--- src/rtl/sfs_pkg.sv ---
package sfs_pkg;
  localparam logic [7:0] CMD_SETREG  = 8'h01;
  localparam logic [7:0] CMD_OPSTART = 8'h02;
  localparam logic [7:0] CMD_DISARM  = 8'h04;
  localparam logic [7:0] CMD_STATUS  = 8'h05;
  localparam logic [7:0] CMD_ARM     = 8'h06;

  typedef struct packed {
    logic       reg_lock;
    logic       prog_fail;
    logic       erase_fail;
    logic [2:0] protect;
    logic       wr_en;
    logic       busy;
  } stat_t;
endpackage

--- src/rtl/sfs_pins.sv ---
module sfs_pins #(
  parameter int STAGES = 2
) (
  input  logic clk,
  input  logic rst_n,
  input  logic cs_n,
  input  logic sck,
  input  logic si,
  output logic cs_act,
  output logic cs_rise,
  output logic sck_rise,
  output logic sck_fall,
  output logic si_s
);
  localparam int W = 3;
  localparam logic [W-1:0] IDLE = 3'b100;

  logic [W-1:0] stg_q [STAGES];
  logic [1:0]   prev_q;
  logic         cs_n_s, sck_s;

  always_ff @(posedge clk or negedge rst_n) begin
    if (!rst_n) begin
      for (int i = 0; i < STAGES; i++) stg_q[i] <= IDLE;
      prev_q <= 2'b10;
    end else begin
      stg_q[0] <= {cs_n, sck, si};
      for (int i = 1; i < STAGES; i++) stg_q[i] <= stg_q[i-1];
      prev_q <= {cs_n_s, sck_s};
    end
  end

  assign {cs_n_s, sck_s, si_s} = stg_q[STAGES-1];
  assign cs_act   = !cs_n_s;
  assign cs_rise  = cs_n_s && !prev_q[1];
  assign sck_rise = sck_s && !prev_q[0];
  assign sck_fall = !sck_s && prev_q[0];
endmodule

--- src/rtl/sfs_shifter.sv ---
module sfs_shifter
  import sfs_pkg::*;
(
  input  logic       clk,
  input  logic       rst_n,
  input  logic       cs_act,
  input  logic       cs_rise,
  input  logic       sck_rise,
  input  logic       sck_fall,
  input  logic       si_s,
  input  logic [7:0] stat_in,
  output logic       so,
  output logic       so_oe,
  output logic       exec,
  output logic [7:0] opcode,
  output logic [7:0] data,
  output logic       has_data
);
  logic [2:0] bit_q, bit_d;
  logic [1:0] cnt_q, cnt_d;
  logic [7:0] rx_q, rx_d, op_q, op_d, dat_q, dat_d, tx_q, tx_d;
  logic       stream_q, stream_d;
  logic [7:0] byte_in;

  assign byte_in = {rx_q[6:0], si_s};

  always_comb begin
    bit_d = bit_q; cnt_d = cnt_q; rx_d = rx_q; op_d = op_q;
    dat_d = dat_q; tx_d = tx_q; stream_d = stream_q;
    if (!cs_act) begin
      bit_d = '0; cnt_d = '0; stream_d = 1'b0;
    end else begin
      if (sck_rise) begin
        rx_d  = byte_in;
        bit_d = bit_q + 3'd1;
        if (bit_q == 3'd7) begin
          if (cnt_q == 2'd0) begin
            op_d     = byte_in;
            stream_d = (byte_in == CMD_STATUS);
          end
          if (cnt_q == 2'd1) dat_d = byte_in;
          if (cnt_q != 2'd2) cnt_d = cnt_q + 2'd1;
        end
      end
      if (sck_fall && stream_q) begin
        if (bit_q == 3'd0) tx_d = stat_in;
        else               tx_d = {tx_q[6:0], 1'b0};
      end
    end
  end

  always_ff @(posedge clk or negedge rst_n) begin
    if (!rst_n) begin
      bit_q <= '0; cnt_q <= '0; rx_q <= '0; op_q <= '0;
      dat_q <= '0; tx_q <= '0; stream_q <= 1'b0;
    end else begin
      bit_q <= bit_d; cnt_q <= cnt_d; rx_q <= rx_d; op_q <= op_d;
      dat_q <= dat_d; tx_q <= tx_d; stream_q <= stream_d;
    end
  end

  assign so       = tx_q[7];
  assign so_oe    = stream_q && cs_act;
  assign exec     = cs_rise && (bit_q == 3'd0) && (cnt_q != 2'd0);
  assign opcode   = op_q;
  assign data     = dat_q;
  assign has_data = (cnt_q == 2'd2);


  tx_on_fall_chk: assert property (@(posedge clk) disable iff (!rst_n)
    !$stable(tx_q) |-> $past(sck_fall));

  cmd_phase_after_cs_chk: assert property (@(posedge clk) disable iff (!rst_n)
    cs_rise |=> (!stream_q && bit_q == 3'd0 && cnt_q == 2'd0));
endmodule

--- src/rtl/sfs_core.sv ---
module sfs_core
  import sfs_pkg::*;
#(
  parameter int BUSY_CYC = 64
) (
  input  logic       clk,
  input  logic       rst_n,
  input  logic       exec,
  input  logic [7:0] opcode,
  input  logic [7:0] data,
  input  logic       has_data,
  output stat_t      stat
);
  localparam int TW = $clog2(BUSY_CYC + 1);

  logic          lock_q, lock_d, wen_q, wen_d, busy_q, busy_d;
  logic [2:0]    prot_q, prot_d;
  logic [TW-1:0] tmr_q, tmr_d;

  always_comb begin
    lock_d = lock_q; prot_d = prot_q; wen_d = wen_q;
    busy_d = busy_q; tmr_d = tmr_q;
    if (busy_q) begin
      if (tmr_q == '0) begin
        busy_d = 1'b0;
        wen_d  = 1'b0;
      end else begin
        tmr_d = tmr_q - 1'b1;
      end
    end else if (exec) begin
      unique case (opcode)
        CMD_ARM:    wen_d = 1'b1;
        CMD_DISARM: wen_d = 1'b0;
        CMD_SETREG: if (wen_q && has_data) begin
          lock_d = data[7];
          prot_d = data[4:2];
          busy_d = 1'b1;
          tmr_d  = TW'(BUSY_CYC - 1);
        end
        CMD_OPSTART: if (wen_q) begin
          busy_d = 1'b1;
          tmr_d  = TW'(BUSY_CYC - 1);
        end
        default: ;
      endcase
    end
  end

  always_ff @(posedge clk or negedge rst_n) begin
    if (!rst_n) begin
      lock_q <= 1'b0; prot_q <= '0; wen_q <= 1'b0;
      busy_q <= 1'b0; tmr_q <= '0;
    end else begin
      lock_q <= lock_d; prot_q <= prot_d; wen_q <= wen_d;
      busy_q <= busy_d; tmr_q <= tmr_d;
    end
  end

  assign stat = '{reg_lock: lock_q, prog_fail: 1'b0, erase_fail: 1'b0,
                  protect: prot_q, wr_en: wen_q, busy: busy_q};


  busy_needs_wen_chk: assert property (@(posedge clk) disable iff (!rst_n)
    $rose(busy_q) |-> $past(wen_q));

  wen_clear_on_done_chk: assert property (@(posedge clk) disable iff (!rst_n)
    $fell(busy_q) |-> !wen_q);

  prot_frozen_busy_chk: assert property (@(posedge clk) disable iff (!rst_n)
    (busy_q && $past(busy_q)) |-> $stable({lock_q, prot_q}));

  no_arm_while_busy_chk: assert property (@(posedge clk) disable iff (!rst_n)
    $past(busy_q) |-> !$rose(wen_q));
endmodule

--- src/rtl/sflash_stat.sv ---
module sflash_stat
  import sfs_pkg::*;
#(
  parameter int BUSY_CYC    = 64,
  parameter int SYNC_STAGES = 2
) (
  input  logic clk,
  input  logic rst_n,
  input  logic cs_n,
  input  logic sck,
  input  logic si,
  output logic so,
  output logic so_oe
);
  logic [1:0] rst_q;
  logic       rst_s_n;
  logic       cs_act, cs_rise, sck_rise, sck_fall, si_s;
  logic       exec, has_data;
  logic [7:0] opcode, data;
  stat_t      stat;

  always_ff @(posedge clk or negedge rst_n) begin
    if (!rst_n) rst_q <= 2'b00;
    else        rst_q <= {rst_q[0], 1'b1};
  end
  assign rst_s_n = rst_q[1];

  sfs_pins #(.STAGES(SYNC_STAGES)) u_pins (
    .clk(clk), .rst_n(rst_s_n), .cs_n(cs_n), .sck(sck), .si(si),
    .cs_act(cs_act), .cs_rise(cs_rise), .sck_rise(sck_rise),
    .sck_fall(sck_fall), .si_s(si_s));

  sfs_shifter u_shift (
    .clk(clk), .rst_n(rst_s_n), .cs_act(cs_act), .cs_rise(cs_rise),
    .sck_rise(sck_rise), .sck_fall(sck_fall), .si_s(si_s),
    .stat_in(stat), .so(so), .so_oe(so_oe), .exec(exec),
    .opcode(opcode), .data(data), .has_data(has_data));

  sfs_core #(.BUSY_CYC(BUSY_CYC)) u_core (
    .clk(clk), .rst_n(rst_s_n), .exec(exec), .opcode(opcode),
    .data(data), .has_data(has_data), .stat(stat));
endmodule

--- config.mk ---
export PLATFORM = sky130hd
export DESIGN_NAME = sflash_stat
export DESIGN_NICKNAME = d
export VERILOG_FILES = /design/src/rtl/sfs_pkg.sv /design/src/rtl/sfs_pins.sv /design/src/rtl/sfs_shifter.sv /design/src/rtl/sfs_core.sv /design/src/rtl/sflash_stat.sv
export SDC_FILE = /design/constraint.sdc
export NUM_CORES = 1
export LEC_CHECK = 0
export ABC_CLOCK_PERIOD_IN_PS = 2100
export BUFFER_PORTS_ARGS = -buffer_cell sky130_fd_sc_hd__buf_2
export CAP_MARGIN = 20
export CORE_ASPECT_RATIO = 0.8
export CORE_MARGIN = 10
export CORE_UTILIZATION = 50
export CTS_CLUSTER_DIAMETER = 50
export CTS_CLUSTER_SIZE = 10
export DETAILED_ROUTE_END_ITERATION = 12
export PLACE_DENSITY = 0.71
export SLEW_MARGIN = 20
export SYNTH_ARGS = -nofsm -noshare
export SYNTH_HDL_FRONTEND = slang
export SYNTH_HIERARCHICAL = 1
export SYNTH_SLANG_ARGS = --single-unit
--- constraint.sdc ---
create_clock -name clk -period 2.1 [get_ports clk]
set_input_delay 0.315 -clock clk [delete_from_list [all_inputs] [get_ports clk]]
set_output_delay 0.315 -clock clk [all_outputs]
set_load 0.01 [all_outputs]
==> results of run 1 <==
metal layers:
layer | track usage [%] | up-vias
li1 | - | 728
met1 | 14.5 | 708
met2 | 15.1 | 20
met3 | 3.89 | 5
met4 | 3.12 | 0
met5 | 0 | -
sequential cells by signal (all words and copies together) (netlist names):
| name | count |
|---|---|
| rst_q | 2 |
| u_core/busy_q | 1 |
| u_core/lock_q | 1 |
| u_core/prot_q | 3 |
| u_core/tmr_q | 7 |
| u_core/wen_q | 1 |
| u_pins/cs_n_s | 1 |
| u_pins/prev_q | 2 |
| u_pins/sck_s | 1 |
| u_pins/si_s | 1 |
| u_pins/stg_q | 3 |
| u_shift/bit_q | 3 |
| u_shift/cnt_q | 2 |
| u_shift/data | 4 |
| u_shift/opcode | 8 |
| u_shift/rx_q | 7 |
| u_shift/stream_q | 1 |
| u_shift/tx_q | 8 |
per-stage QoR:
stage          cell area [µm²]  power [mW]
3_3_place_gp              2700        1.39
4_1_cts                   2840        2.00
3_5_place_dp              2700        1.39
6_report                  2880        1.99
2_1_floorplan             2550        1.34
5_1_grt                   2880        2.09
power breakdown:
part,internal (mW),switching [mW]
clock network,0.244,0.371
registers,1.15,0.0780
logic,0.0890,0.0611
total,1.48,0.510
timing repair:
action	CTS	global route
pin swaps	2	1
endpoints found under the setup margin	11	10
gates resized for setup	5	8
setup buffers	2	0
hold buffers	1	0
endpoints found under the hold margin	2	0
worst paths after layout:
| kind | from | end | slack, ns | depth (start not counted) |
|---|---|---|---|---|
| worst max-delay path | u_shift/bit_q[0] | u_core/prot_q[2] | -0.09 | 7 |
| worst min-delay path | cs_n | u_pins/stg_q[5] | 0.08 | 1 |
| worst max register to register | u_shift/bit_q[0] | u_core/prot_q[2] | -0.09 | 7 |
| worst min register to register | rst_q[1] | u_core/tmr_q[5] | 0.25 | 0 |
| max in group asynchronous | rst_q[1] | u_pins/prev_q[1] | 1.23 | 1 |
| min in group asynchronous | rst_q[1] | u_core/tmr_q[5] | 0.25 | 0 |
worst reg2reg max path, stage by stage, from the launching register on:
cell,delay [ns]
dfrtp_1,0.40
inv_2,0.08
ha_4,0.14
nand2b_4,0.06
nor3b_2,0.14
or3b_4,0.39
or4_4,0.55
mux2_4,0.32
layout make-up:
cell class                 instances  area (µm²)  share of cell area (%)
multi-input combinational        122        1080                    37.4
clock buffer                       5        68.8                    2.39
inverter                          12        45.0                    1.56
tap                               62        77.6                    2.69
clock inverter                     3        25.0                   0.869
timing repair buffer              24         180                    6.26
sequential                        56        1410                    48.8
==> summary.md, run 1 <==
| Metric | Value |
|---|---|
| Status | finished, violations left |
| Failing checks | negative setup slack |
| Commonest cells after routing, fill and taps aside | 52 x dfrtp_1, 19 x mux2_2, 16 x buf_4 |
| Met3 WL | 124 µm |
| Syn_area_per_cell | 12.7 µm² |
| DR iter-0 viols | 67 |
| Number of global-route vias before repair | 1488 |
| Worst Tran Pin Value | 0.517 ns |
| Hold slack | 0.0831 ns |
| M1 WL | 2.14 mm |
| Pin count of the biggest net entering global routing | 33 |
| Setup TNS | -0.339 ns |
| Pwr per Cell Area | 692 nW/µm² |
| VDD IR max | 0.000485 V |
| Die H | 83.8 µm |
| Final core utilization | 57.8% |
| Vias per std cell | 5.14 |
| Area growth, synth to finish | 13.2% |
| Final WL | 4.12 mm |
| Initial antenna violation count | 0 |
| Final period util | 104% |
| Filler cells | 401 |
| Die Footprint | 8350 µm² |
| Pins Over Slew Limit | 0 |
| Worst Path Max Fanout | 4 |
| Synthesized cell area | 2540 µm² |
| Clock latency on the worst-skew pair | 0.32 ns |
| HPWL Detailed | 2.91 mm |
| RSZ-0062 raised after global routing | true |
| Number of CTS-inserted buffers | 5 |
| Initial Util | 51.1% |
| Ant. Diodes | 0 |
| Routed len/inst | 14.5 µm |
| First-pass GRT wire length | 7.25 mm |
| IO Port Bufs | 6 |
| Critical path arrival | 2.39 ns |
| CP max stage delay | 0.55 ns |
| Row count | 23 |
| Highest routed layer | met4 |
| YS warnings | 6 |
| Max Fclk | 457 MHz |
| Inst Count DP | 273 |
| Leakage power | 1.34 nW |
| Met2 wire len | 1.82 mm |
| Core area | 4980 µm² |
| Critical path's top delay family | simple AND/OR/NAND/NOR gates |
| CTS sink count | 56 |
| Setup CP Type | reg2reg |
| GRT Overall Usage | 10.6% |
| Grt total ovfl | 0 |
| Max Root-Sink Buffers | 2 |
| Worst Skew | 0.00967 ns |
| Worst path buffer plus inverter count | 1 |
| Slowest CP cell | or4_4 |
| Final WS setup | -0.0886 ns |
| Final cell count without fillers | 284 |
| DR DRC count | 0 |
| Final hold violations | 0 |
| Commonest non-fill, non-tap cell in the layout | dfrtp_1 |
| CP Cell Sequence | inv_2 > ha_4 > nand2b_4 > nor3b_2 > or3b_4 > or4_4 > mux2_4 |
| Cells after synthesis | 200 |
| Clock transition at the registers of the reported paths | 0.11 ns |
| Die width | 99.7 µm |
| Setup-failing EPs final | 4 |
| Vias | 1461 |
| Critical Path Sink Type | flop |
| Crit path launch type | flop |
| Number of top-level pins | 7 |
| Final worst path period need | 2.19 ns |
| Clock H-tree levels | 2 |
| CTS root buffer | clkbuf_8 |
| Gpl congestion | 0.755 |
| Max_cap viols | 0 |
| TritonCTS clock tree | done |
| Slew headroom | 65.5% |
| Worst Setup Slack post-DPL | -0.225 ns |
| Final ANT Viol Nets | 0 |
| Critical Path RT | 2.30 ns |
| HP Class | in2reg |
| NumNets Final | 234 |
| Layout cells sized above 1 | 35.1% |
| DR pass1 iterations | 4 |
Note: power is estimated with default switching activity, not from simulation.
==> run 2: changes to the inputs <==
ABC_CLOCK_PERIOD_IN_PS = 2600   (was 2100)
CORE_ASPECT_RATIO = 1.75   (was 0.8)
CORE_MARGIN = 3   (was 10)
clock period = 2.6 ns   (was 2.1 ns; I/O delays follow)
==> run 2 against run 1 <==
Against the previous run:
- the flow now finishes without violations
- sequential cell count stayed put
- sequential power is 20% lower
- worst setup slack better by 0.31 ns
- first-iteration DRC count is 36% lower
- largest cell class unchanged
==> summary.md, run 2 (synthesized netlist as in run 1, its figures left out) <==
| Metric | Value |
|---|---|
| Status | complete, no violations (was finished, violations left) |
| Number of global-route vias before repair | 1506 (was 1488) |
| Slowest CP cell | or4_4 (unchanged) |
| Area growth, synth to finish | 5.95% (was 13.2%) |
| Met2 wire len | 2.24 mm (was 1.82 mm) |
| Filler cells | 411 (was 401) |
| Final cell count without fillers | 260 (was 284) |
| Row count | 33 (was 23) |
| Vias | 1445 (was 1461) |
| TritonCTS clock tree | done (unchanged) |
| Die H | 100 µm (was 83.8 µm) |
| RSZ-0062 raised after global routing | false (was true) |
| Setup CP Type | reg2reg (unchanged) |
| Clock transition at the registers of the reported paths | 0.09 ns (was 0.11 ns) |
| Clock H-tree levels | 2 (unchanged) |
| Worst Tran Pin Value | 0.540 ns (was 0.517 ns) |
| Final ANT Viol Nets | 0 (unchanged) |
| First-pass GRT wire length | 6.87 mm (was 7.25 mm) |
| Worst Path Max Fanout | 4 (unchanged) |
| Layout cells sized above 1 | 26.0% (was 35.1%) |
| FF-to-FF End | u_core/prot_q[1] (was u_core/prot_q[2]) |
| R2R Path Start | u_shift/cnt_q[0] (was u_shift/bit_q[0]) |
| Die width | 59.9 µm (was 99.7 µm) |
| M1 WL | 1.59 mm (was 2.14 mm) |
| Max_cap viols | 0 (unchanged) |
| Critical path arrival | 2.57 ns (was 2.39 ns) |
| Routed len/inst | 15.3 µm (was 14.5 µm) |
| Final Cell Area | 2690 µm² (was 2880 µm²) |
| Grt total ovfl | 0 (unchanged) |
| HPWL Detailed | 2.99 mm (was 2.91 mm) |
| Initial antenna violation count | 0 (unchanged) |
| VDD IR max | 0.000452 V (was 0.000485 V) |
| CP max stage delay | 0.60 ns (was 0.55 ns) |
| Highest routed layer | met4 (unchanged) |
| IO Port Bufs | 6 (unchanged) |
| Setup-failing EPs final | 0 (was 4) |
| Number of CTS-inserted buffers | 5 (unchanged) |
| CP Cell Sequence | inv_1 > ha_1 > nor3b_1 > or3b_1 > or4_4 > mux2_4 (was inv_2 > ha_4 > nand2b_4 > nor3b_2 > or3b_4 > or4_4 > mux2_4) |
| GRT Overall Usage | 15.1% (was 10.6%) |
| Core area | 4790 µm² (was 4980 µm²) |
| NumNets Final | 220 (was 234) |
| Pins Over Slew Limit | 0 (unchanged) |
| Pin count of the biggest net entering global routing | 45 (was 33) |
| Gpl congestion | 0.787 (was 0.755) |
| Slew headroom | 64.0% (was 65.5%) |
| Number of top-level pins | 7 (unchanged) |
| Worst Setup Slack post-DPL | 0.112 ns (was -0.225 ns) |
| Initial Util | 53.1% (was 51.1%) |
| Final WS setup | 0.226 ns (was -0.0886 ns) |
| Leakage power | 1.26 nW (was 1.34 nW) |
| Die Footprint | 6010 µm² (was 8350 µm²) |
| Worst R2R Path Depth | 6 (was 7) |
| Critical Path Sink Type | flop (unchanged) |
| Crit path launch type | flop (unchanged) |
| DR iter-0 viols | 43 (was 67) |
| Hold slack | 0.128 ns (was 0.0831 ns) |
| CTS sink count | 56 (unchanged) |
| DR pass1 iterations | 4 (unchanged) |
| Final WL | 3.97 mm (was 4.12 mm) |
| CTS root buffer | clkbuf_8 (unchanged) |
| Total setup buffers inserted after CTS | 0 (was 2) |
| Met3 WL | 78 µm (was 124 µm) |
| Clock latency on the worst-skew pair | 0.30 ns (was 0.32 ns) |
| Final worst path period need | 2.37 ns (was 2.19 ns) |
| R2r setup slk | 0.23 ns (was -0.09 ns) |
| Commonest cells after routing, fill and taps aside | 52 x dfrtp_1, 19 x mux2_2, 13 x nand2_1 (was 52 x dfrtp_1, 19 x mux2_2, 16 x buf_4) |
| DR DRC count | 0 (unchanged) |
| Max Root-Sink Buffers | 2 (unchanged) |
| Ant. Diodes | 0 (unchanged) |
| Worst path buffer plus inverter count | 1 (unchanged) |
| Vias per std cell | 5.56 (was 5.14) |
| HP Class | reg2async (was in2reg) |
| Inst Count DP | 251 (was 273) |
| Final hold violations | 0 (unchanged) |
| Final period util | 91.3% (was 104%) |
| Pwr per Cell Area | 587 nW/µm² (was 692 nW/µm²) |
| Setup TNS | 0 ns (was -0.339 ns) |
| Max Fclk | 421 MHz (was 457 MHz) |
| Critical Path RT | 2.80 ns (was 2.30 ns) |
| Commonest non-fill, non-tap cell in the layout | dfrtp_1 (unchanged) |
| Worst Skew | 0.00459 ns (was 0.00967 ns) |
| Post-DP Area | 2580 µm² (was 2700 µm²) |
| Critical path's top delay family | simple AND/OR/NAND/NOR gates (unchanged) |
run 2: changes by cell type in the layout (fill, tap and decap cells not counted), moves of 2 or more:
cell       delta
a2bb2oi_1     +2
a2bb2oi_2     -2
buf_4        -13
inv_1         +2
inv_2         -2
run 2: power breakdown:
group	leakage (nW)	internal, mW	total [mW]	switching, mW
combinational	0.478	0.0610	0.111	0.0500
sequential	0.733	0.928	0.986	0.0582
clock	0.0516	0.218	0.484	0.266
run 2: worst max-delay path by stage:
| stage | startpoint | endpoint | cells after the start | slack (ns) |
|---|---|---|---|---|
| after floorplan | u_shift/bit_q[0] | u_core/lock_q | 9 | 0.23 |
| after global placement | u_shift/cnt_q[0] | u_core/tmr_q[4] | 7 | 0.26 |
| after detailed placement | u_shift/cnt_q[0] | u_core/tmr_q[6] | 7 | 0.11 |
| after CTS | u_shift/cnt_q[0] | u_core/tmr_q[6] | 7 | 0.08 |
| after global routing | u_shift/cnt_q[0] | u_core/prot_q[1] | 6 | 0.11 |
| final | u_shift/cnt_q[0] | u_core/prot_q[1] | 6 | 0.23 |
run 2: final cells by class:
class,count,area (µm²),share of cell area (%)
clock buffer,6,82.6,3.07
clock inverter,2,13.8,0.511
inverter,12,45.0,1.67
multi-input combinational,122,1020,37.8
sequential,56,1410,52.2
tap,52,65.1,2.42
timing repair buffer,10,62.6,2.32
run 2: timing repair:
item	CTS	global route
hold endpoints to repair	2	0
gates resized for setup	0	2
hold buffers	1	0
setup endpoints to repair	0	6
run 2: layer usage:
metal / up-vias / track usage [%]
met5: - / 0
met4: 0 / 4.61
met3: 8 / 3.47
met2: 18 / 27.4
met1: 720 / 16.7
li1: 699 / -
run 2: per-stage QoR:
stage	utilization, %	total power [mW]
2_1_floorplan	-	1.08
3_3_place_gp	53.9	1.11
3_5_place_dp	53.9	1.12
4_1_cts	56.1	1.61
5_1_grt	56.2	1.66
6_report	56.2	1.58
==> run 3: changes to the inputs <==
SYNTH_HIERARCHICAL = not set   (was 1)
==> run 3 against run 2 <==
Against the previous run:
- global-route usage hardly changed
- via count is 1.6% lower
- hold slack gained 0.048 ns
- sequential cell count stayed put
- critical path type unchanged
- highest routed layer unchanged
==> summary.md, run 3 <==
| Metric | Value |
|---|---|
| Crit path launch type | flop (unchanged) |
| Vias per std cell | 5.37 (was 5.56) |
| Number of CTS-inserted buffers | 5 (unchanged) |
| IO Port Bufs | 6 (unchanged) |
| RSZ-0062 raised after global routing | false (unchanged) |
| R2r setup slk | 0.72 ns (was 0.23 ns) |
| FF-to-FF End | u_core.prot_q[1] (was u_core/prot_q[1]) |
| Slowest CP cell | dfrtp_1 (was or4_4) |
| Pin count of the biggest net entering global routing | 32 (was 45) |
| Initial antenna violation count | 0 (unchanged) |
| Number of enable flip-flop cells after synthesis | 0 |
| Final period util | 72.3% (was 91.3%) |
| YS warnings | 0 (was 6) |
| Cells after synthesis | 201 (was 200) |
| DR pass1 iterations | 4 (unchanged) |
| Clock transition at the registers of the reported paths | 0.09 ns (about the same) |
| TritonCTS clock tree | done (unchanged) |
| Grt total ovfl | 0 (unchanged) |
| Synthesized cell area | 2440 µm² (was 2540 µm²) |
| Worst R2R Path Depth | 6 (unchanged) |
| Syn_area_per_cell | 12.1 µm² (was 12.7 µm²) |
| Slew headroom | 56.4% (was 64.0%) |
| Row count | 33 (unchanged) |
| DR DRC count | 0 (unchanged) |
| Pwr per Cell Area | 615 nW/µm² (was 587 nW/µm²) |
| Final hold violations | 0 (unchanged) |
| Vias | 1422 (was 1445) |
| Commonest non-fill, non-tap cell in the layout | dfrtp_1 (unchanged) |
| CTS root buffer | clkbuf_8 (unchanged) |
| Asr flop ratio synth | 100% |
| Status | complete, no violations (unchanged) |
| Setup crit end | u_core.prot_q[1] (was u_core/prot_q[1]) |
| Area growth, synth to finish | 8.47% (was 5.95%) |
| GRT Overall Usage | 15.0% (was 15.1%) |
| Worst path buffer plus inverter count | 1 (unchanged) |
| Max Root-Sink Buffers | 2 (unchanged) |
| Die H | 98.4 µm (was 100 µm) |
| Top-count cell post-synth | dfrtp_1 |
| Final WL | 3.79 mm (was 3.97 mm) |
| Core area | 4710 µm² (was 4790 µm²) |
| Commonest cells after routing, fill and taps aside | 52 x dfrtp_1, 23 x mux2_2, 19 x nor2_1 (was 52 x dfrtp_1, 19 x mux2_2, 13 x nand2_1) |
| Post-DP Area | 2530 µm² (was 2580 µm²) |
| Die width | 58.8 µm (was 59.9 µm) |
| Critical Path Sink Type | flop (unchanged) |
| Number of top-level pins | 7 (unchanged) |
| Final ANT Viol Nets | 0 (unchanged) |
| Final cell count without fillers | 265 (was 260) |
| Sequential area share after synthesis | 57.6% |
| Die Footprint | 5780 µm² (was 6010 µm²) |
| Syn nets | 214 |
| Initial Util | 51.8% (was 53.1%) |
| Filler cells | 419 (was 411) |
| Setup TNS | 0 ns (unchanged) |
| Critical path depth | 6 (unchanged) |
| Dominant cell type by area after synthesis | dfrtp_1 |
| Max Fclk | 532 MHz (was 421 MHz) |
| Ant. Diodes | 0 (unchanged) |
| Final worst path period need | 1.88 ns (was 2.37 ns) |
| Setup-failing EPs final | 0 (unchanged) |
| Worst Skew | 0.00388 ns (was 0.00459 ns) |
| Clock H-tree levels | 2 (unchanged) |
| Final core utilization | 56.2% (about the same) |
| Synth top area share | 54.4% |
| NumNets Final | 225 (was 220) |
| Critical Path RT | 2.79 ns (was 2.80 ns) |
| Top cells by area, synth | dfrtp_1 54%, mux2_2 11%, ha_1 4.1%, dfstp_2 3.2%, nor2_1 2.9% |
| HP Class | in2reg (was reg2async) |
| Routed len/inst | 14.3 µm (was 15.3 µm) |
| Max_cap viols | 0 (unchanged) |
| Worst Path Max Fanout | 4 (unchanged) |
| Final Cell Area | 2640 µm² (was 2690 µm²) |
| CP Cell Sequence | inv_1 > ha_1 > nor3b_2 > nand4_2 > nor2_4 > mux2_2 (was inv_1 > ha_1 > nor3b_1 > or3b_1 > or4_4 > mux2_4) |
| Setup CP Type | reg2reg (unchanged) |
| HPWL Detailed | 2.80 mm (was 2.99 mm) |
| CP max stage delay | 0.39 ns (was 0.60 ns) |
| CP Launch Point | u_shift.cnt_q[0] (was u_shift/cnt_q[0]) |
| Number of global-route vias before repair | 1461 (was 1506) |
| Critical path's top delay family | simple AND/OR/NAND/NOR gates (unchanged) |
| First-pass GRT wire length | 6.74 mm (was 6.87 mm) |
| Worst Tran Pin Value | 0.654 ns (was 0.540 ns) |
| Synth unique cells | 42 |
| CTS sink count | 56 (unchanged) |
| Critical path arrival | 2.07 ns (was 2.57 ns) |
| Layout cells sized above 1 | 24.9% (was 26.0%) |
| Synth cell count leaders | 53 x dfrtp_1, 23 x mux2_2, 19 x nor2_1, 14 x nand2_1, 11 x inv_1 |
| VDD IR max | 0.000486 V (was 0.000452 V) |
| Synth Flop Type | dfrtp_1 |
| Inst Count DP | 256 (was 251) |
| Pins Over Slew Limit | 0 (unchanged) |
| DR iter-0 viols | 31 (was 43) |
| Clock latency on the worst-skew pair | 0.30 ns (about the same) |
| Gpl congestion | 0.797 (was 0.787) |
| R2R Path Start | u_shift.cnt_q[0] (was u_shift/cnt_q[0]) |
| Synthesized flop and latch total | 56 |
| Leakage power | 1.20 nW (was 1.26 nW) |
-- run 3: cell type report --
class                           count  area (µm²)  share of cell area (%)
Timing Repair Buffer               11        70.1                    2.65
Sequential cell                    56        1410                    53.2
Tap cell                           52        65.1                    2.46
Multi-Input combinational cell    127         953                    36.1
Clock buffer                        6        72.6                    2.74
Clock inverter                      2        35.0                    1.33
Inverter                           11        41.3                    1.56
-- run 3: timing repair --
action	in CTS	in global routing
resized for setup	0	0
endpoints found under the hold margin	2	0
hold buffers	1	0
setup buffers	0	0
-- run 3: worst min-delay path by stage --
| stage | startpoint | to | depth (start not counted) | slack, ns |
|---|---|---|---|---|
| floorplan | rst_n | rst_q[0] | 0 | 0.09 |
| global placement | rst_n | rst_q[0] | 1 | 0.17 |
| detailed placement | rst_n | rst_q[0] | 1 | 0.18 |
| CTS | cs_n | u_pins.stg_q[5] | 1 | 0.17 |
| global route | cs_n | u_pins.stg_q[5] | 1 | 0.17 |
| finish | cs_n | u_pins.stg_q[5] | 1 | 0.18 |
-- run 3: per-layer routing --
| metal | GRT usage (%) | vias to the layer above | share of wire [%] |
|---|---|---|---|
| met5 | 0 | - | 0 |
| li1 | - | 708 | - |
| met4 | 5.24 | 0 | 1.5 |
| met3 | 2.78 | 5 | 1.8 |
| met2 | 25.5 | 9 | 55 |
| met1 | 18.7 | 700 | 42 |
-- run 3: metrics by stage --
stage | hold WS (ns) | setup WS [ns] | power [mW]
3_3_place_gp | 0.175 | 0.793 | 1.10
4_1_cts | 0.167 | 0.688 | 1.65
6_report | 0.177 | 0.720 | 1.63
3_5_place_dp | 0.176 | 0.755 | 1.10
5_1_grt | 0.166 | 0.577 | 1.70
2_1_floorplan | 0.0944 | 0.909 | 1.06
-- run 3: cells by family (layout without fill, tap and decap cells) --
kind of cell / after synthesis / count (layout) / synth area share (%)
AO/OA/AOI/OAI: 28 / 28 / 8.01
flip-flops: 56 / 56 / 57.6
buffers and inverters: 18 / 30 / 3.23
multiplexers: 24 / 24 / 11.0
adder cells (fa/ha/maj): 8 / 8 / 4.11
other: 1 / 1 / 0.154
AND/OR/NAND/NOR: 61 / 61 / 14.0
XOR/XNOR: 5 / 5 / 1.80
-- run 3: worst reg2reg max path, stage by stage (launching register included) --
cell	delay (ns)
dfrtp_1	0.39
inv_1	0.08
ha_1	0.23
nor3b_2	0.27
nand4_2	0.23
nor2_4	0.20
mux2_2	0.36
-- run 3: report_power, final --
part / internal, mW / total [mW] / switching [mW]
Clock: 0.286 / 0.545 / 0.259
Sequential: 0.926 / 0.990 / 0.0634
Combinational: 0.0560 / 0.0903 / 0.0343
